[src/rtl/rstcfg_pkg.sv]
package rstcfg_pkg;

    // Software-visible configuration register
    typedef struct packed {
        logic       lock;
        logic       frz_keep;
        logic [1:0] route;
        logic [1:0] loc;
    } cfg_reg_t;

    // Live pin routing applied to the pads
    typedef struct packed {
        logic [1:0] route;
        logic [1:0] loc;
    } pin_cfg_t;

    typedef enum logic [1:0] {
        ROUTE_BY_LOC = 2'b00,
        ROUTE_RSVD   = 2'b01,
        ROUTE_TEST   = 2'b10,
        ROUTE_SHARED = 2'b11
    } route_e;

    localparam logic [1:0] LOC_FLUSH = 2'b11;
    localparam logic [1:0] FLUSH_DEBUG_CODE = 2'b11;

    localparam cfg_reg_t CFG_RESET = '{lock: 1'b0, frz_keep: 1'b1, route: 2'b00, loc: 2'b00};

    function automatic pin_cfg_t lanes_to_cfg(input logic [3:0] lanes);
        pin_cfg_t c;
        c.route = lanes[3:2];
        c.loc   = lanes[1:0];
        return c;
    endfunction

    function automatic cfg_reg_t boot_reg(input pin_cfg_t c);
        cfg_reg_t r;
        r.lock     = 1'b0;
        r.frz_keep = 1'b1;
        r.route    = c.route;
        r.loc      = c.loc;
        return r;
    endfunction

endpackage

[src/rtl/rstcfg_sampler.sv]
module rstcfg_sampler
    import rstcfg_pkg::*;
#(
    parameter int SAMPLE_EVERY = 9
) (
    input  logic     clk,
    input  logic     por,
    input  logic     hard_rst,
    input  logic     strap_en,
    input  logic [3:0] cfg_lanes,
    output logic     in_reset,
    output logic     rst_exit,
    output pin_cfg_t cap_cfg
);
    localparam int CW   = (SAMPLE_EVERY > 1) ? $clog2(SAMPLE_EVERY) : 1;
    localparam int LAST = SAMPLE_EVERY - 1;

    logic          was_reset;
    logic [CW-1:0] phase;
    logic          sample_hit;
    pin_cfg_t      cap_q;

    assign in_reset   = por | hard_rst;
    assign rst_exit   = !in_reset && was_reset;
    assign sample_hit = in_reset && (phase == CW'(LAST));
    assign cap_cfg    = cap_q;

    always_ff @(posedge clk) begin
        was_reset <= in_reset;
    end

    // Counts edges of a continuous reset, wrapping each interval
    always_ff @(posedge clk) begin
        if (!in_reset)        phase <= '0;
        else if (sample_hit)  phase <= '0;
        else                  phase <= phase + CW'(1);
    end

    // Reset entry clears to the default word; strobed readings replace it
    always_ff @(posedge clk) begin
        if (in_reset && !was_reset)     cap_q <= '0;
        else if (sample_hit && strap_en) cap_q <= lanes_to_cfg(cfg_lanes);
    end

    assert_no_read_without_strap_R2: assert property (@(posedge clk)
        (in_reset && was_reset && !strap_en) |=> $stable(cap_q));

    assert_capture_frozen_outside_R3: assert property (@(posedge clk) disable iff (in_reset)
        !in_reset |=> $stable(cap_q));

endmodule

[src/rtl/rstcfg_creg.sv]
module rstcfg_creg
    import rstcfg_pkg::*;
(
    input  logic     clk,
    input  logic     in_reset,
    input  logic     rst_exit,
    input  pin_cfg_t cap_cfg,
    input  logic     soft_rst,
    input  logic     wr_en,
    input  cfg_reg_t wr_val,
    output cfg_reg_t creg,
    output pin_cfg_t live
);
    cfg_reg_t creg_q;
    pin_cfg_t live_q;

    assign creg = creg_q;
    assign live = live_q;

    always_ff @(posedge clk) begin
        if (in_reset) begin
            creg_q <= CFG_RESET;
        end else if (rst_exit) begin
            creg_q <= boot_reg(cap_cfg);
        end else if (wr_en) begin
            creg_q.frz_keep <= wr_val.frz_keep;
            creg_q.lock     <= creg_q.lock | wr_val.lock;
            if (!creg_q.lock) begin
                creg_q.route <= wr_val.route;
                creg_q.loc   <= wr_val.loc;
            end
        end
    end

    // Live routing moves only at reset exit or soft reset
    always_ff @(posedge clk) begin
        if (in_reset)      live_q <= '0;
        else if (rst_exit) live_q <= cap_cfg;
        else if (soft_rst) live_q <= '{route: creg_q.route, loc: creg_q.loc};
    end

    assert_exit_loads_capture_R4: assert property (@(posedge clk) disable iff (in_reset)
        rst_exit |=> (live_q == $past(cap_cfg)) && !creg_q.lock && creg_q.frz_keep);

    assert_soft_copies_register_R5: assert property (@(posedge clk) disable iff (in_reset)
        (soft_rst && !rst_exit) |=> (live_q.route == $past(creg_q.route)) && (live_q.loc == $past(creg_q.loc)));

    assert_live_holds_R5: assert property (@(posedge clk) disable iff (in_reset)
        (!soft_rst && !rst_exit) |=> $stable(live_q));

    assert_lock_sticky_R6: assert property (@(posedge clk) disable iff (in_reset)
        creg_q.lock |=> creg_q.lock);

    assert_locked_fields_hold_R6: assert property (@(posedge clk) disable iff (in_reset)
        creg_q.lock |=> ($stable(creg_q.route) && $stable(creg_q.loc)));

    assert_freeze_bit_written_R7: assert property (@(posedge clk) disable iff (in_reset)
        (wr_en && !rst_exit) |=> (creg_q.frz_keep == $past(wr_val.frz_keep)));

endmodule

[src/rtl/rstcfg_pinmux.sv]
module rstcfg_pinmux
    import rstcfg_pkg::*;
(
    input  logic       clk,
    input  logic       in_reset,
    input  pin_cfg_t   live,
    input  logic       frz_keep,
    input  logic       dbg_active,
    input  logic [1:0] flush_status,
    output logic       grp_a_dev,
    output logic       grp_b_shared,
    output logic       frz_is_freeze,
    output logic       frz_pin_val,
    output logic       flush_en,
    output logic [1:0] flush_val
);
    always_comb begin
        case (route_e'(live.route))
            ROUTE_TEST: begin
                grp_a_dev    = 1'b1;
                grp_b_shared = 1'b0;
            end
            ROUTE_SHARED: begin
                grp_a_dev    = 1'b0;
                grp_b_shared = 1'b1;
            end
            default: begin
                grp_a_dev    = live.loc[0];
                grp_b_shared = 1'b0;
            end
        endcase
        flush_en      = (live.loc == LOC_FLUSH) && (route_e'(live.route) != ROUTE_SHARED);
        frz_is_freeze = frz_keep && !flush_en;
        frz_pin_val   = frz_is_freeze && dbg_active;
        if (!flush_en)       flush_val = 2'b00;
        else if (dbg_active) flush_val = FLUSH_DEBUG_CODE;
        else                 flush_val = flush_status;
    end

    assert_flush_masks_freeze_R9: assert property (@(posedge clk) disable iff (in_reset)
        flush_en |-> !frz_is_freeze);

    assert_debug_code_R9: assert property (@(posedge clk) disable iff (in_reset)
        (flush_en && dbg_active) |-> (flush_val == 2'b11));

    assert_shared_override_R8: assert property (@(posedge clk) disable iff (in_reset)
        (live.route == 2'b11) |-> (!flush_en && grp_b_shared && !grp_a_dev));

endmodule

[src/rtl/rstcfg_capture.sv]
module rstcfg_capture
    import rstcfg_pkg::*;
#(
    parameter int SAMPLE_EVERY = 9
) (
    input  logic       clk,
    input  logic       por,
    input  logic       hard_rst,
    input  logic       strap_en,
    input  logic [3:0] cfg_lanes,
    input  logic       soft_rst,
    input  logic       wr_en,
    input  logic [5:0] wr_data,
    input  logic       dbg_active,
    input  logic [1:0] flush_status,
    output logic       grp_a_dev,
    output logic       grp_b_shared,
    output logic       frz_is_freeze,
    output logic       frz_pin_val,
    output logic       flush_en,
    output logic [1:0] flush_val
);
    logic     in_reset;
    logic     rst_exit;
    pin_cfg_t cap_cfg;
    cfg_reg_t creg;
    pin_cfg_t live;

    rstcfg_sampler #(.SAMPLE_EVERY(SAMPLE_EVERY)) u_sampler (
        .clk       (clk),
        .por       (por),
        .hard_rst  (hard_rst),
        .strap_en  (strap_en),
        .cfg_lanes (cfg_lanes),
        .in_reset  (in_reset),
        .rst_exit  (rst_exit),
        .cap_cfg   (cap_cfg)
    );

    rstcfg_creg u_creg (
        .clk      (clk),
        .in_reset (in_reset),
        .rst_exit (rst_exit),
        .cap_cfg  (cap_cfg),
        .soft_rst (soft_rst),
        .wr_en    (wr_en),
        .wr_val   (cfg_reg_t'(wr_data)),
        .creg     (creg),
        .live     (live)
    );

    rstcfg_pinmux u_pinmux (
        .clk           (clk),
        .in_reset      (in_reset),
        .live          (live),
        .frz_keep      (creg.frz_keep),
        .dbg_active    (dbg_active),
        .flush_status  (flush_status),
        .grp_a_dev     (grp_a_dev),
        .grp_b_shared  (grp_b_shared),
        .frz_is_freeze (frz_is_freeze),
        .frz_pin_val   (frz_pin_val),
        .flush_en      (flush_en),
        .flush_val     (flush_val)
    );

endmodule

[config.mk]
export PLATFORM = sky130hd
export DESIGN_NAME = rstcfg_capture
export DESIGN_NICKNAME = d
export VERILOG_FILES = /design/src/rtl/rstcfg_pkg.sv /design/src/rtl/rstcfg_sampler.sv /design/src/rtl/rstcfg_creg.sv /design/src/rtl/rstcfg_pinmux.sv /design/src/rtl/rstcfg_capture.sv
export SDC_FILE = /design/constraint.sdc
export NUM_CORES = 1
export LEC_CHECK = 0
export BUFFER_PORTS_ARGS = -buffer_cell sky130_fd_sc_hd__buf_4
export CAP_MARGIN = 20
export CORE_UTILIZATION = 48
export DETAILED_ROUTE_END_ITERATION = 10
export PLACE_DENSITY = 0.81
export SYNTH_ARGS = -nofsm -noshare
export SYNTH_HDL_FRONTEND = slang
export SYNTH_SLANG_ARGS = --single-unit
[constraint.sdc]
create_clock -name clk -period 1.4 [get_ports clk]
set_input_delay 0.14 -clock clk [delete_from_list [all_inputs] [get_ports clk]]
set_output_delay 0.14 -clock clk [all_outputs]
set_load 0.02 [all_outputs]
* After elaboration in Yosys (flattened, before gate mapping)
Index checks and enable logic that the tools add are counted.
** Word-level totals
- Bits in registers :: 19
- Bits of input ports :: 19
- Word-level logic and storage cells :: 44
** Operators by class
- $add $sub $neg :: 1
- Equal/unequal tests :: 6
- Muxes and demuxes :: 9
- Bitwise gates (word level) :: 3
- Reduce and logical (&&, ||, !) cells :: 15
** Operators by type and width (count)
- $mux W4 :: 5
- $logic_and A1 B1 Y1 :: 7
- $eq A2 B2 Y1 const B :: 3
- $add A4 B1 Y4 const B :: 1
- $eq A4 B4 Y1 const B :: 1
- $mux W2 :: 2
- $ne A2 B2 Y1 const B :: 2
- $reduce_bool A2 Y1 :: 2
- $reduce_or A2 Y1 :: 2
- $logic_not A1 Y1 :: 3
- $or A1 B1 Y1 :: 2
- $pmux W1 S2 :: 1
- $reduce_and A2 Y1 :: 1
- $mux W1 :: 1
- $not A1 Y1 :: 1

* Longest topological paths before layout
- Depth in word-level cells :: 5
- Gate-level depth with buffers :: 5
- Depth with buffers taken out :: 5

* By module
From an unflattened synthesis, not the netlist that was laid out.
** Second synthesis, totals
- Cells, all modules :: 97
- Area total of the unflattened synthesis :: 905.9 µm²
** Modules (own cells, without submodules)
- rstcfg_creg :: times used 1, cells each 43, area each 445.4 µm², sequential area each 200.2 µm²
- rstcfg_sampler :: times used 1, cells each 42, area each 392.9 µm², sequential area each 180.2 µm²
- rstcfg_pinmux :: times used 1, cells each 12, area each 67.6 µm², sequential area each 0.0 µm²

* Worst setup path before layout
No wires, ideal clock.
- Kind :: register to output
- From :: register u_creg.live_q (netlist bit u_creg.live[3])
- To :: output port frz_pin_val
- Arrival :: 1.026 ns
- Data required time :: 1.260 ns
- Path slack :: 0.234 ns
- Cell stages (with the launch flop) :: 5
- Cell sequence :: dfxtp_1 > nand2_1 > and3_1 > buf_6 > and3b_1
** Between the ends
- Word-level cells in the longest chain between the ends :: 5
** RTL lines
- from (decl) :: RTL line rstcfg_creg.sv:15 : pin_cfg_t live_q;
- from (signal assigned) :: RTL line rstcfg_creg.sv:38 : else if (rst_exit) live_q <= cap_cfg;
- from (signal assigned) :: RTL line rstcfg_creg.sv:39 : else if (soft_rst) live_q <= '{route: creg_q.route, loc: creg_q.loc};
- $ne A2 B2 Y1 :: RTL line rstcfg_pinmux.sv:32 : flush_en = (live.loc == LOC_FLUSH) && (route_e'(live.route) != ROUTE_SHARED);
- $logic_and A1 B1 Y1 :: RTL line rstcfg_pinmux.sv:32
- net flush_en :: RTL line rstcfg_capture.sv:20 : output logic flush_en,
- $logic_not A1 Y1 :: RTL line rstcfg_pinmux.sv:33 : frz_is_freeze = frz_keep && !flush_en;
- $logic_and A1 B1 Y1 :: RTL line rstcfg_pinmux.sv:33
- $logic_and A1 B1 Y1 :: RTL line rstcfg_pinmux.sv:34 : frz_pin_val = frz_is_freeze && dbg_active;
- to (decl) :: RTL line rstcfg_capture.sv:19 : output logic frz_pin_val,
The timed path passes the listed nets, and every way through them passes these cells.

* Worst setup path after layout
- From :: register u_creg.live_q (netlist bit u_creg.live[2])
- To :: output port frz_is_freeze
** Between the ends
- Word-level cells in the longest chain between the ends :: 4
** RTL lines
- $ne A2 B2 Y1 :: RTL line rstcfg_pinmux.sv:32
- $logic_and A1 B1 Y1 :: RTL line rstcfg_pinmux.sv:32
- $logic_not A1 Y1 :: RTL line rstcfg_pinmux.sv:33
- $logic_and A1 B1 Y1 :: RTL line rstcfg_pinmux.sv:33
- to (decl) :: RTL line rstcfg_capture.sv:18 : output logic frz_is_freeze,
No other way between the ends.

==> impl_metrics.csv <==
group,metric,value,unit
clock_tree,clkSinkCount,19,
sta,hold_viol,0,
routing,drt_iter0_drc,11,
worst_setup_path,worstSetupPathType,"register to output port",
yosys,yosysMostFrequentCell,"dfxtp_1",
worst_setup_path,arrival,1.23,ns
grt,grt_use_total,0.180,
worst_setup_path,start_kind,"register",
yosys,yosys.area_share.simple,0.144,
floorplan,die_w,44.2,um
routing,ant_nets,0,
sta,final.setup.tns,0,ns
floorplan,start_util,0.541,
hold_path,hold_class,"primary input to register",
routing,route.vias.total,730,
worst_setup_path,end_kind,"output port",
job,maxCapViolCount,0,
yosys,synthAdderAreaFrac,0.0293,
sta,slew_viol_final,0,
floorplan,core-area,0.00158,mm^2
floorplan,die_y,44.2,um
routing,wire_per_inst,12.1,um
final_layout,instances_no_fill,134,
yosys,synth-compound-area-share,0.183,
final_layout,antenna_cells,0,
yosys,ys_ff_latch,19,
clock_tree,cts_buffers,3,
sta,fin_crit,1.37,ns
sta,tightest_slew,0.398,ns
final_layout,multi_input_area,430,um^2
sta,skew,0.00251,ns
clock_tree,ctsHoldBuffers,0,
sta,period_share,0.980,
floorplan,dieArea,0.00195,mm^2
hold_path,min_from,"wr_data[4]",
yosys,syn-cell-area,853,um^2
routing,dr.pass1.iters,7,
routing,drcViolationCount,3,
power_and_ir_drop,leakage,0.500,nW
yosys,ys_types,26,
placed_design,place.gp.congestion,0.820,
sta,fmax,729,MHz
final_layout,nets,140,
clock_tree,clock_latency,0.29,ns
yosys,synth_area_per_cell,9.48,um^2
yosys,synth_edf_count,0,
outcome,violations,"DRC",
placed_design,hpwl,1220,um
grt,grt_pass1_wl,2620,um
grt,antenna_found_initial,0,
yosys,yosysTopAreaCellShare,0.446,
placed_design,portBuffers,25,
sta,finalSetupViolations,0,
placed_design,placed_area,0.00104,mm^2
worst_setup_path,crit_start,"u_creg.live[2]$_SDFFE_PP0P_",
final_layout,syn_to_final_growth,28.9,%
placed_design,dp.cells,128,
clock_tree,cts_htree_levels,1,
worst_setup_path,worstReg2RegStart,"u_sampler.phase[0]$_SDFF_PP0_",
yosys,syn_inst,90,
clock_tree,cts_tree,"yes",
sta,grt_setup_unrepaired,"yes",
clock_tree,clk_path_buf_depth,2,
power_and_ir_drop,power.total,1.19,mW
grt,grt_pass1_vias,656,
yosys,synthTopCellsByArea,"dfxtp_1, mux2i_1, a21oi_1",
yosys,async_reset_ff_frac,0,
yosys,yosysTopAreaCell,"dfxtp_1",
grt,grt_overflow,0,
final_layout,fillers,135,
clock_tree,clock-root-buffer,"clkbuf_4",
worst_setup_path,cp_max_fo,5,
final_layout,drive_above_1_share,0.331,
yosys,synth_commonest_cells,"dfxtp_1, mux2i_1, a21oi_1",
final_layout,fin_area,0.00110,mm^2
yosys,synth-main-ff-cell,"dfxtp_1",
yosys,yosys-mux-area-fraction,0.129,
power_and_ir_drop,powerDensity,1080,mW/mm^2
final_layout,fin_util,0.698,
outcome,status,"complete, but fails checks",
floorplan,row_count,14,
yosys,synth_nets,111,
power_and_ir_drop,ir_drop,0.721,mV
yosys,synth_top_family_by_area,"compound AO/OA/AOI/OAI gates",
floorplan,ioPinCount,26,
yosys,yosysWarnings,0,
routing,postRouteWirelength,1620,um
grt,grt_max_degree,15,
sta,slew_headroom,0.732,
routing,viasPerCell,5.45,
final_layout,seqCellArea,383,um^2
yosys,ys_seq_area_frac,0.446,
worst_setup_path,required,1.26,ns
yosys,synth-xor-area-share,0.0103,
clock_tree,clkTransAtPathRegs,0.10,ns
-- kinds of logic (layout without fill, tap and decap cells) --
logic type,after synthesis,count (layout)
multiplexers,11,11
buffers and inverters,10,38
AND/OR/NAND/NOR,20,20
AO/OA/AOI/OAI,27,27
flip-flops,19,19
adder cells (fa/ha/maj),2,2
XOR/XNOR,1,1
-- timing repair --
action / in CTS / in global routing
buffers inserted: 2 / 0
pin swaps: 1 / 1
endpoints found under the setup margin: 2 / 2
gates resized for setup: 4 / 2
-- layout make-up --
cell class / instances / share of cell area
Multi-Input combinational cell: 61 / 0.391
Clock buffer: 4 / 0.0239
Inverter: 6 / 0.0205
Tap cell: 16 / 0.0182
Timing Repair Buffer: 28 / 0.198
Sequential cell: 19 / 0.348
-- report_power, final --
part / switching [mW] / total [mW] / internal, mW
sequential: 0.0565 / 0.664 / 0.608
clock: 0.155 / 0.266 / 0.111
combinational: 0.118 / 0.263 / 0.146
-- layer usage --
layer	share of wire	track usage
met2	0.46	0.321
met1	0.46	0.217
met4	0.0050	0.0727
met3	0.069	0.0245
met5	0	0
-- cells in the final DEF, fill, tap and decap left out, drive strengths merged --
master / instances
and3b: 2
buf: 28
nor4b: 1
a21oi: 10
and2b: 1
nand2: 3
clkbuf: 4
nor2b: 1
dfxtp: 19
nand3: 5
o21ai: 9
o21a: 3
nor2: 2
nor3: 2
mux2i: 11
nand3b: 1
ha: 2
and3: 2
xnor2: 1
inv: 6
a21boi: 4
a31o: 1
-- path summary, 6_finish.rpt --
check                                                          to  slack [ns]  cells after the start
worst max-delay path                                frz_is_freeze        0.03                      4
worst min-delay path                  u_creg.creg[4]$_SDFFE_PP1P_        0.09                      3
worst max register to register  u_sampler.cap_cfg[1]$_SDFFE_PP0P_        0.18                      5
worst min register to register        u_creg.creg[5]$_SDFFE_PP0P_        0.43                      1
-- sequential cells by signal, indices dropped and copies added, names as in the netlist --
signal,flops
u_creg.creg,6
u_creg.live,4
u_sampler.cap_cfg,4
u_sampler.phase,4
u_sampler.was_reset,1
-- per-stage QoR --
step / hold slack (ns) / worst slack (ns)
global route: 0.0895 / -0.0293
floorplan: 0.264 / 0.234
global placement: 0.384 / 0.264
CTS: 0.0880 / 0.0152
detailed placement: 0.388 / 0.214
finish: 0.0856 / 0.0278
-- critical path, stage by stage, from the launching register on --
cell,delay [ns]
dfxtp_2,0.35
nand2_2,0.06
and3_4,0.19
and2b_2,0.22
buf_6,0.12
Power figures use the tool's default switching activity.
